## src/rtl/pfd_pkg.sv

```systemverilog
package pfd_pkg;

  // Header layout, as byte indices counted from the start-of-frame byte.
  localparam int unsigned ADDR_BYTES = 6;
  localparam int unsigned TYPE_HI    = 12;
  localparam int unsigned TYPE_LO    = 13;
  localparam int unsigned OP_HI      = 14;
  localparam int unsigned OP_LO      = 15;
  localparam int unsigned TIME_HI    = 16;
  localparam int unsigned TIME_LO    = 17;
  localparam int unsigned HDR_BYTES  = TIME_LO + 1;

  // The position counter must be able to reach HDR_BYTES.
  localparam int unsigned POS_W = $clog2(HDR_BYTES + 1);

  localparam logic [47:0] CTRL_MCAST = 48'h0180C2000001;
  localparam logic [15:0] CTRL_TYPE  = 16'h8808;
  localparam logic [15:0] PAUSE_OP   = 16'h0001;

  typedef struct packed {
    logic dst_station;
    logic dst_mcast;
    logic type_ok;
    logic op_ok;
  } hdr_flags_t;

endpackage

```

## src/rtl/pfd_beat_tracker.sv

```systemverilog
module pfd_beat_tracker
  import pfd_pkg::*;
(
  input  logic             clk,
  input  logic             rst_n,
  input  logic             beat,
  input  logic             sof,
  input  logic             eof,
  output logic             take,
  output logic             first,
  output logic             last,
  output logic [POS_W-1:0] cur_idx
);

  localparam logic [POS_W-1:0] POS_MAX = '1;

  logic             in_frame_q;
  logic [POS_W-1:0] pos_q;

  // A start-of-frame byte always opens a frame, even in the middle of one.
  assign take    = beat && (sof || in_frame_q);
  assign first   = beat && sof;
  assign last    = take && eof;
  assign cur_idx = sof ? '0 : pos_q;

  always_ff @(posedge clk or negedge rst_n) begin
    if (!rst_n) begin
      in_frame_q <= 1'b0;
      pos_q      <= '0;
    end else if (take) begin
      in_frame_q <= !eof;
      pos_q      <= (cur_idx == POS_MAX) ? POS_MAX : cur_idx + 1'b1;
    end
  end

endmodule

```

## src/rtl/pfd_header_match.sv

```systemverilog
module pfd_header_match
  import pfd_pkg::*;
(
  input  logic             clk,
  input  logic             rst_n,
  input  logic             take,
  input  logic             first,
  input  logic [POS_W-1:0] cur_idx,
  input  logic [7:0]       data,
  input  logic [47:0]      station_addr,
  output hdr_flags_t       cur_flags,
  output logic [15:0]      cur_quanta
);

  hdr_flags_t            flags_q;
  hdr_flags_t            base;
  logic [7:0]            q_hi_q;
  logic [7:0]            q_lo_q;
  logic [ADDR_BYTES-1:0] sta_hit;
  logic [ADDR_BYTES-1:0] mc_hit;

  // One byte comparator per destination byte, for each candidate address.
  for (genvar b = 0; b < ADDR_BYTES; b++) begin : g_addr_cmp
    assign sta_hit[b] = (data == station_addr[47-8*b -: 8]);
    assign mc_hit[b]  = (data == CTRL_MCAST[47-8*b -: 8]);
  end

  always_comb begin
    base      = first ? '1 : flags_q;
    cur_flags = base;
    for (int b = 0; b < ADDR_BYTES; b++) begin
      if (cur_idx == POS_W'(b)) begin
        cur_flags.dst_station = base.dst_station & sta_hit[b];
        cur_flags.dst_mcast   = base.dst_mcast & mc_hit[b];
      end
    end
    if (cur_idx == POS_W'(TYPE_HI)) cur_flags.type_ok = base.type_ok & (data == CTRL_TYPE[15:8]);
    if (cur_idx == POS_W'(TYPE_LO)) cur_flags.type_ok = base.type_ok & (data == CTRL_TYPE[7:0]);
    if (cur_idx == POS_W'(OP_HI))   cur_flags.op_ok   = base.op_ok & (data == PAUSE_OP[15:8]);
    if (cur_idx == POS_W'(OP_LO))   cur_flags.op_ok   = base.op_ok & (data == PAUSE_OP[7:0]);
  end

  // The low byte of the pause time may arrive on the end-of-frame beat itself.
  assign cur_quanta = {(cur_idx == POS_W'(TIME_HI)) ? data : q_hi_q,
                       (cur_idx == POS_W'(TIME_LO)) ? data : q_lo_q};

  always_ff @(posedge clk or negedge rst_n) begin
    if (!rst_n) begin
      flags_q <= '0;
      q_hi_q  <= '0;
      q_lo_q  <= '0;
    end else if (take) begin
      flags_q <= cur_flags;
      q_hi_q  <= cur_quanta[15:8];
      q_lo_q  <= cur_quanta[7:0];
    end
  end

endmodule

```

## src/rtl/pfd_sat_counter.sv

```systemverilog
module pfd_sat_counter #(
  parameter int unsigned W = 16
) (
  input  logic         clk,
  input  logic         rst_n,
  input  logic         inc,
  output logic [W-1:0] count
);

  localparam logic [W-1:0] CNT_MAX = '1;

  always_ff @(posedge clk or negedge rst_n) begin
    if (!rst_n)                        count <= '0;
    else if (inc && count != CNT_MAX)  count <= count + 1'b1;
  end

endmodule

```

## src/rtl/mac_pause_detect.sv

```systemverilog
module mac_pause_detect
  import pfd_pkg::*;
#(
  parameter int unsigned STAT_W = 16
) (
  input  logic              clk,
  input  logic              rst_n,
  input  logic              rx_valid,
  output logic              rx_ready,
  input  logic              rx_sof,
  input  logic              rx_eof,
  input  logic              rx_err,
  input  logic [7:0]        rx_data,
  input  logic [47:0]       station_addr,
  input  logic              irq_en,
  output logic              pause_load,
  output logic [15:0]       pause_quanta,
  output logic              stat_inc,
  output logic              irq_req,
  output logic [STAT_W-1:0] pause_count
);

  logic             beat;
  logic             take;
  logic             first;
  logic             last;
  logic [POS_W-1:0] cur_idx;
  hdr_flags_t       cur_flags;
  logic [15:0]      cur_quanta;
  logic             long_enough;
  logic             commit;

  // The block never stalls the stream.
  assign rx_ready = 1'b1;
  assign beat     = rx_valid & rx_ready;

  pfd_beat_tracker u_track (
    .clk     (clk),
    .rst_n   (rst_n),
    .beat    (beat),
    .sof     (rx_sof),
    .eof     (rx_eof),
    .take    (take),
    .first   (first),
    .last    (last),
    .cur_idx (cur_idx)
  );

  pfd_header_match u_match (
    .clk          (clk),
    .rst_n        (rst_n),
    .take         (take),
    .first        (first),
    .cur_idx      (cur_idx),
    .data         (rx_data),
    .station_addr (station_addr),
    .cur_flags    (cur_flags),
    .cur_quanta   (cur_quanta)
  );

  assign long_enough = (cur_idx >= POS_W'(TIME_LO));
  assign commit = last && !rx_err && long_enough
                  && (cur_flags.dst_station || cur_flags.dst_mcast)
                  && cur_flags.type_ok && cur_flags.op_ok;

  pfd_sat_counter #(.W(STAT_W)) u_stat (
    .clk   (clk),
    .rst_n (rst_n),
    .inc   (commit),
    .count (pause_count)
  );

  always_ff @(posedge clk or negedge rst_n) begin
    if (!rst_n) begin
      pause_load   <= 1'b0;
      stat_inc     <= 1'b0;
      irq_req      <= 1'b0;
      pause_quanta <= '0;
    end else begin
      pause_load <= commit;
      stat_inc   <= commit;
      irq_req    <= commit && irq_en;
      if (commit) pause_quanta <= cur_quanta;
    end
  end

endmodule

```

## config.mk

```make
export PLATFORM = sky130hd
export DESIGN_NAME = mac_pause_detect
export DESIGN_NICKNAME = d
export VERILOG_FILES = /design/src/rtl/pfd_pkg.sv /design/src/rtl/pfd_beat_tracker.sv /design/src/rtl/pfd_header_match.sv /design/src/rtl/pfd_sat_counter.sv /design/src/rtl/mac_pause_detect.sv
export SDC_FILE = /design/constraint.sdc
export NUM_CORES = 1
export LEC_CHECK = 0
export ABC_AREA = 1
export ABC_CLOCK_PERIOD_IN_PS = 3600
export BUFFER_PORTS_ARGS = -buffer_cell sky130_fd_sc_hd__buf_2
export CAP_MARGIN = 25
export CELL_PAD_IN_SITES_DETAIL_PLACEMENT = 0
export CELL_PAD_IN_SITES_GLOBAL_PLACEMENT = 1
export CORE_MARGIN = 2
export CORE_UTILIZATION = 41
export CTS_CLUSTER_DIAMETER = 100
export DETAILED_ROUTE_END_ITERATION = 10
export PLACE_DENSITY = 0.8
export SETUP_SLACK_MARGIN = 0.5
export SLEW_MARGIN = 25
export SYNTH_ARGS = -nofsm -noshare
export SYNTH_HDL_FRONTEND = slang
export SYNTH_SLANG_ARGS = --single-unit
```

## constraint.sdc

```tcl
create_clock -name clk -period 3.6 [get_ports clk]
set_clock_uncertainty 0.1 [all_clocks]
set_input_delay 0.36 -clock clk [delete_from_list [all_inputs] [get_ports clk]]
set_output_delay 0.36 -clock clk [all_outputs]
set_load 0.05 [all_outputs]
```

======== Word level (Yosys, flattened, before mapping) ========
Cells that the tools add are included.
cells by class
  multiplexer cells ....................... 15
  add/sub/neg operators ................... 2
  reductions and logical operators ........ 16
  eq/ne operators ......................... 24
  order comparisons ....................... 1
  bitwise operators ....................... 14
operators with widths
  kind                   number
  $eq 8x8->1             6
  $eq 8x8->1 const B     3
  $eq 5x4->1 const B     4
  $add 16x1->16 const B  1
  $mux 8                 2
  $ne 16x16->1 const B   1
  $eq 5x5->1 const B     3
  $and 1x1->1            14
  $mux 2                 6
  $eq 5x2->1 const B     2
  $eq 5x3->1 const B     2
  $logic_and 1x1->1      10
  $mux 5                 2
  $eq 8x1->1 const B     1
  $eq 8x4->1 const B     1
  $logic_not 8->1        1
  $add 5x1->5 const B    1
  $eq 5x1->1 const B     1
  $ge 5x5->1 const B     1
  $logic_not 5->1        1
  $mux 1                 4
  $mux 4                 1
  $logic_not 1->1        2
  $logic_or 1x1->1       2
word-level totals
  bits of input ports ..................... 63
  flip-flop bits (word level) ............. 60
  output and inout port bits .............. 36
  logic and storage cells ................. 84

======== Logic depth before layout (Yosys ltp) ========
  depth in word-level cells ............... 14
  depth in mapped cells ................... 18
  depth with buffers taken out ............ 17

======== Modules after synthesis ========
From an unflattened synthesis, not the netlist that was laid out.
unflattened totals
  cells, all modules ...................... 588
  area, all modules ....................... 4312.9 µm²
modules (own cells, without submodules)
  module            sequential area each (µm²)  area an instance (µm²)  cells each  instances
  pfd_header_match  500.5                       1974.4                  299         1
  pfd_sat_counter   400.4                       1058.5                  149         1
  mac_pause_detect  450.4                       915.9                   87          1
  pfd_beat_tracker  150.1                       364.1                   53          1

======== Least setup slack after synthesis ========
Ideal clock, no wire load.
  kind .................................... register -> register
  from .................................... reg u_stat.count[0]
  to ...................................... reg u_stat.count[12]
  cell stages (with the launch flop) ...... 10
  buffers on the path ..................... 2
  required time ........................... 3.380 ns
  data arrival time ....................... 2.228 ns
  clock period less this slack ............ 2.448 ns
  path slack .............................. 1.152 ns
  library setup time ...................... 0.120 ns
  path through ............................ dfrtp_1 > ha_1 > nand3_1 > nor2_1 > nand2_1 > or3_1 > buf_1 > clkbuf_1 > nand4_1 > nand2_1
between the ends
  longest elaborated chain between the ends .. 2
  elaborated cells on any way between the ends .. 3
  classes of those cells .................. 1 x add/sub; 1 x eq/ne; 1 x reduce/logical
ends and longest elaborated chain
  element                                                RTL line               text
  start, declared                                        pfd_sat_counter.sv:7   output logic [W-1:0] count
  start signal, assigned                                 pfd_sat_counter.sv:14  else if (inc && count != CNT_MAX) count <= count + 1'b1;
  branches (longest 2 deep; another with $add 16x1->16)  --
Parallel ways; which one is timed is not known.
A chain may end at the register's enable or synchronous reset.

======== Worst setup path in the final report ========
  from .................................... reg u_track.pos_q[0]
  to ...................................... reg pause_quanta[15]
between the ends
  longest elaborated chain between the ends .. 12
  elaborated cells on any way between the ends .. 29
  classes of those cells .................. 1 x order compare; 10 x eq/ne; 12 x mux; 6 x reduce/logical
ends and longest elaborated chain
  element                         RTL line                text
  start, declared                 pfd_beat_tracker.sv:18  logic [POS_W-1:0] pos_q;
  start signal, assigned          pfd_beat_tracker.sv:32  pos_q <= (cur_idx == POS_MAX) ? POS_MAX : cur_idx + 1'b1;
  $mux 5 (*)                      pfd_beat_tracker.sv:24  assign cur_idx = sof ? '0 : pos_q;
  $logic_not 5->1                 pfd_header_match.sv:32  if (cur_idx == POS_W'(b)) begin
  $mux 2 (6 in a row)             pfd_header_match.sv:32
  $logic_or 1x1->1                mac_pause_detect.sv:63  && (cur_flags.dst_station || cur_flags.dst_mcast)
  $logic_and 1x1->1               mac_pause_detect.sv:63
  $logic_and 1x1->1 (2 in a row)  mac_pause_detect.sv:64  && cur_flags.type_ok && cur_flags.op_ok;
  end signal, assigned            mac_pause_detect.sv:83  if (commit) pause_quanta <= cur_quanta;
  end, declared                   mac_pause_detect.sv:17  output logic [15:0] pause_quanta,
Every way passes the cells marked *; elsewhere a longest branch is shown, timed or not.

==> metrics.md <==
| Metric | Value |
|---|---|
| Outcome | `complete, but fails checks` |
| Failing checks | `hold timing` |
| Die width | `between 100 and 150 um` |
| Sw Ratio | `0.324` |
| Clock latency on the worst-skew pair | `0.34 ns` |
| Clk Tree Root Cell | `clkbuf_8` |
| Num CTS Buffers | `9` |
| CP endpoint kind | `register` |
| Hold_ws | `-0.00766 ns` |
| Largest area contributor in the netlist | `dfrtp_1` |
| LEAKAGE | `between 2 and 2.5 nW` |
| Post-synthesis compound-gate area fraction | `0.106` |
| WL final | `a little under 10000 um` |
| TritonCTS clock tree | `built` |
| Antenna viol nets, final | `0` |
| PortBufs | `97` |
| Vias | `3567` |
| Largest net degree at the start of global routing | `40` |
| Synth Net Count | `roughly 580` |
| WL per Instance | `~13 um` |
| Post-placement cell count | `around 700` |
| Post-route cell area | `around 4800 sq um` |
| Clock Path Buffers | `2` |
| IO Pins | `between 90 and 100` |
| Synth area leaders | `dfrtp_1 37%, nand2_1 10%, xor2_1 7.0%` |
| Slew @ Worst Pin | `roughly 0.8 ns` |
| Post-synthesis sequential area ratio | `0.373` |
| Die area | `about 11000 sq um` |
| WP data required | `~3.7 ns` |
| Avg Synthesized Cell Area | `7.93 sq um` |
| First-pass GRT wire length | `~16000 um` |
| Final clock period utilization by the worst path | `0.746` |
| Leading cell types in the layout, fill and taps excluded | `112 x nand2_1, 97 x buf_2, 60 x dfrtp_1` |
| Synth unique cells | `42` |
| Seq cells post-synth | `60` |
| Drt drc | `0` |
| Quantity of hold-fixing buffers added after cts | `0` |
| Vias/cell | `about 4.9` |
| Dpl hpwl | `approximately 7200 um` |
| Psw | `between 0.6 and 0.7 mW` |
| Placer's final routability congestion estimate | `0.867` |
| GRT overflow | `0` |
| Crit path DAT | `~2.8 ns` |
| Final hold violations | `7` |
| Initial antenna violation count | `0` |
| Fin. max-slew vios | `0` |
| Worst-path fanout max | `34` |
| Clock sink count | `60` |
| Sequential Power Share | `0.404` |
| Post-synth EDFFs | `0` |
| XOR/XNOR share of the synthesized area | `0.122` |
| Synth Instances | `just over 500` |
| H-Tree Depth | `3` |
| DRT iter0 DRCs | `204` |
| Area of placed instances | `4530 sq um` |
| Post-synthesis mux area share | `0.00993` |
| Type of origin of the critical path | `register` |
| # rows | `36` |
| Slew headroom | `0.474` |
| Peak supply drop | `~0.0002 V` |
| Dominant synthesized flop cell | `dfrtp_1` |
| Post-Layout Cell Count | `731` |
| Most common cell after layout, fill and taps aside | `nand2_1` |
| First-pass iteration count of the detailed router | `4` |
| Post-synth ARST share | `1.00` |
| Final setup vio count | `0` |
| Gate power share | `0.247` |
| CP Class | `reg2reg` |
| Fin crit period | `roughly 2.7 ns` |
| Final #Nets | `~660` |
| Post-Synth Adder-Cell Area | `0.0155` |
| Yosys top cell area share | `0.373` |
| Simple logic cell fraction of the synthesized area | `0.294` |
| Layout cells sized above 1 | `0.283` |
| Area growth syn-to-layout | `18.7%` |
| Max_cap viols | `0` |
| Initial core utilization | `0.418` |
| Main combinational cell family by area after synthesis | `simple AND/OR/NAND/NOR gates` |
| ANT cells | `0` |
| GRT Util Overall | `0.193` |
| Number of global-route vias before repair | `around 3.4k` |
| Fin Setup TNS | `0 ns` |
| HP Class | `in2async` |
| CTS clock-pin slew for the worst setup and hold paths | `0.07 ns` |
| PD cells | `around 420 nW/um^2` |
| Die height | `~100 um` |
| Syn Std Cell Area | `between 4000 and 5000 sq um` |
| Clock network fraction of total power | `0.349` |
| Core Area | `roughly 9600 sq um` |
| Max Freq | `372 MHz` |
| RSZ-0062 raised after global routing | `no` |
| Ys Warns | `0` |
| Pint | `around 1.4 mW` |
## worst max-delay path, stage by stage, from the launching register on
cell	delay, ns
dfrtp_1	0.32
inv_1	0.04
nor2_1	0.23
inv_1	0.13
ha_1	0.27
o21ai_0	0.16
o221ai_1	0.13
nand3_1	0.09
o21ai_0	0.16
nor2_4	0.46
nand2_8	0.27
nand2_1	0.15
o21ai_2	0.06
## repair_timing
| item | in CTS | in global routing |
|---|---|---|
| resized for setup | 0 | 1 |
| setup endpoints to repair | 0 | 5 |
| buffers inserted | 0 | 0 |
## registers in the layout, indices dropped and copies added (netlist names)
name and flops:
u_match.q_hi_q 8, u_track.pos_q 5, u_stat.count 16, pause_load 1
u_match.q_lo_q 8, u_track.in_frame_q 1, irq_req 1, pause_quanta 16
u_match.flags_q 4
## final timing paths
kind / end / depth (start not counted) / startpoint / slack, ns
setup / recovery: pause_quanta[15] / 12 / u_track.pos_q[0] / 0.91
hold / removal: pause_quanta[5] / 1 / rst_n / -0.008
setup reg to reg: pause_quanta[15] / 12 / u_track.pos_q[0] / 0.91
hold reg to reg: pause_quanta[1] / 2 / pause_quanta[1] / 0.38
max in group asynchronous: u_stat.count[7] / 2 / rst_n / 2.57
min in group clk: irq_req / 3 / irq_en / 0.12
## per-stage QoR
stage,utilization,setup slack [ns],power (mW)
6_report,0.496,0.913,2.02
5_1_grt,0.496,0.602,2.15
4_1_cts,0.494,0.752,2.04
3_5_place_dp,0.470,0.550,1.32
3_3_place_gp,0.470,0.710,1.31
2_1_floorplan,-,1.15,1.19
## kinds of logic (layout without fill, tap and decap cells)
| group | count (synthesis) | after routing |
|---|---|---|
| and+or+nand+nor | 247 | 247 |
| muxes | 4 | 4 |
| buffers and inverters | 67 | 157 |
| xor gates and xnor gates | 56 | 56 |
| other | 1 | 1 |
| AOI/OAI and AO/OA | 68 | 68 |
| adders and majority gates | 5 | 5 |
| DFF | 60 | 60 |
## power groups by stage
| stage | logic [mW] | clock network (mW) | registers (mW) |
|---|---|---|---|
| 2_1_floorplan | 0.368 | 0 | 0.825 |
| 3_3_place_gp | 0.484 | 0 | 0.824 |
| 3_5_place_dp | 0.494 | 0 | 0.829 |
| 4_1_cts | 0.496 | 0.725 | 0.816 |
| 5_1_grt | 0.572 | 0.754 | 0.829 |
| 6_report | 0.500 | 0.705 | 0.816 |
## per-layer routing
layer / share of wire / global-route usage / up-vias
met4: 0.013 / 0.0557 / 0
met2: 0.46 / 0.317 / 93
met5: 0 / 0 / -
met3: 0.048 / 0.0468 / 15
met1: 0.48 / 0.253 / 1634
li1: - / - / 1825
## final cells by class
cell class                      count  area [sq um]
Tap cell                          133           166
Clock inverter                      4          72.6
Timing Repair Buffer               99           508
Sequential cell                    60          1500
Clock buffer                       11           151
Fill cell                         967          4860
Inverter                           43           161
Multi-Input combinational cell    381          2220
## Yosys cell counts (2+ instances only)
library cell	number
nand2_1	112
dfrtp_1	60
nor2_1	46
inv_1	37
xor2_1	32
nand4_1	25
o21ai_0	24
xnor2_1	24
a21oi_1	17
o21ai_2	17
nand2_2	16
nand3_1	13
nor3_1	12
buf_2	7
clkbuf_1	7
inv_2	6
buf_4	5
ha_1	5
mux2i_1	4
nor3_2	4
nor4_1	4
a31oi_1	3
nor2_4	3
or2_2	3
buf_6	2
buf_8	2
nand3_4	2
o21a_1	2
Note: power is estimated with default switching activity, not from simulation.
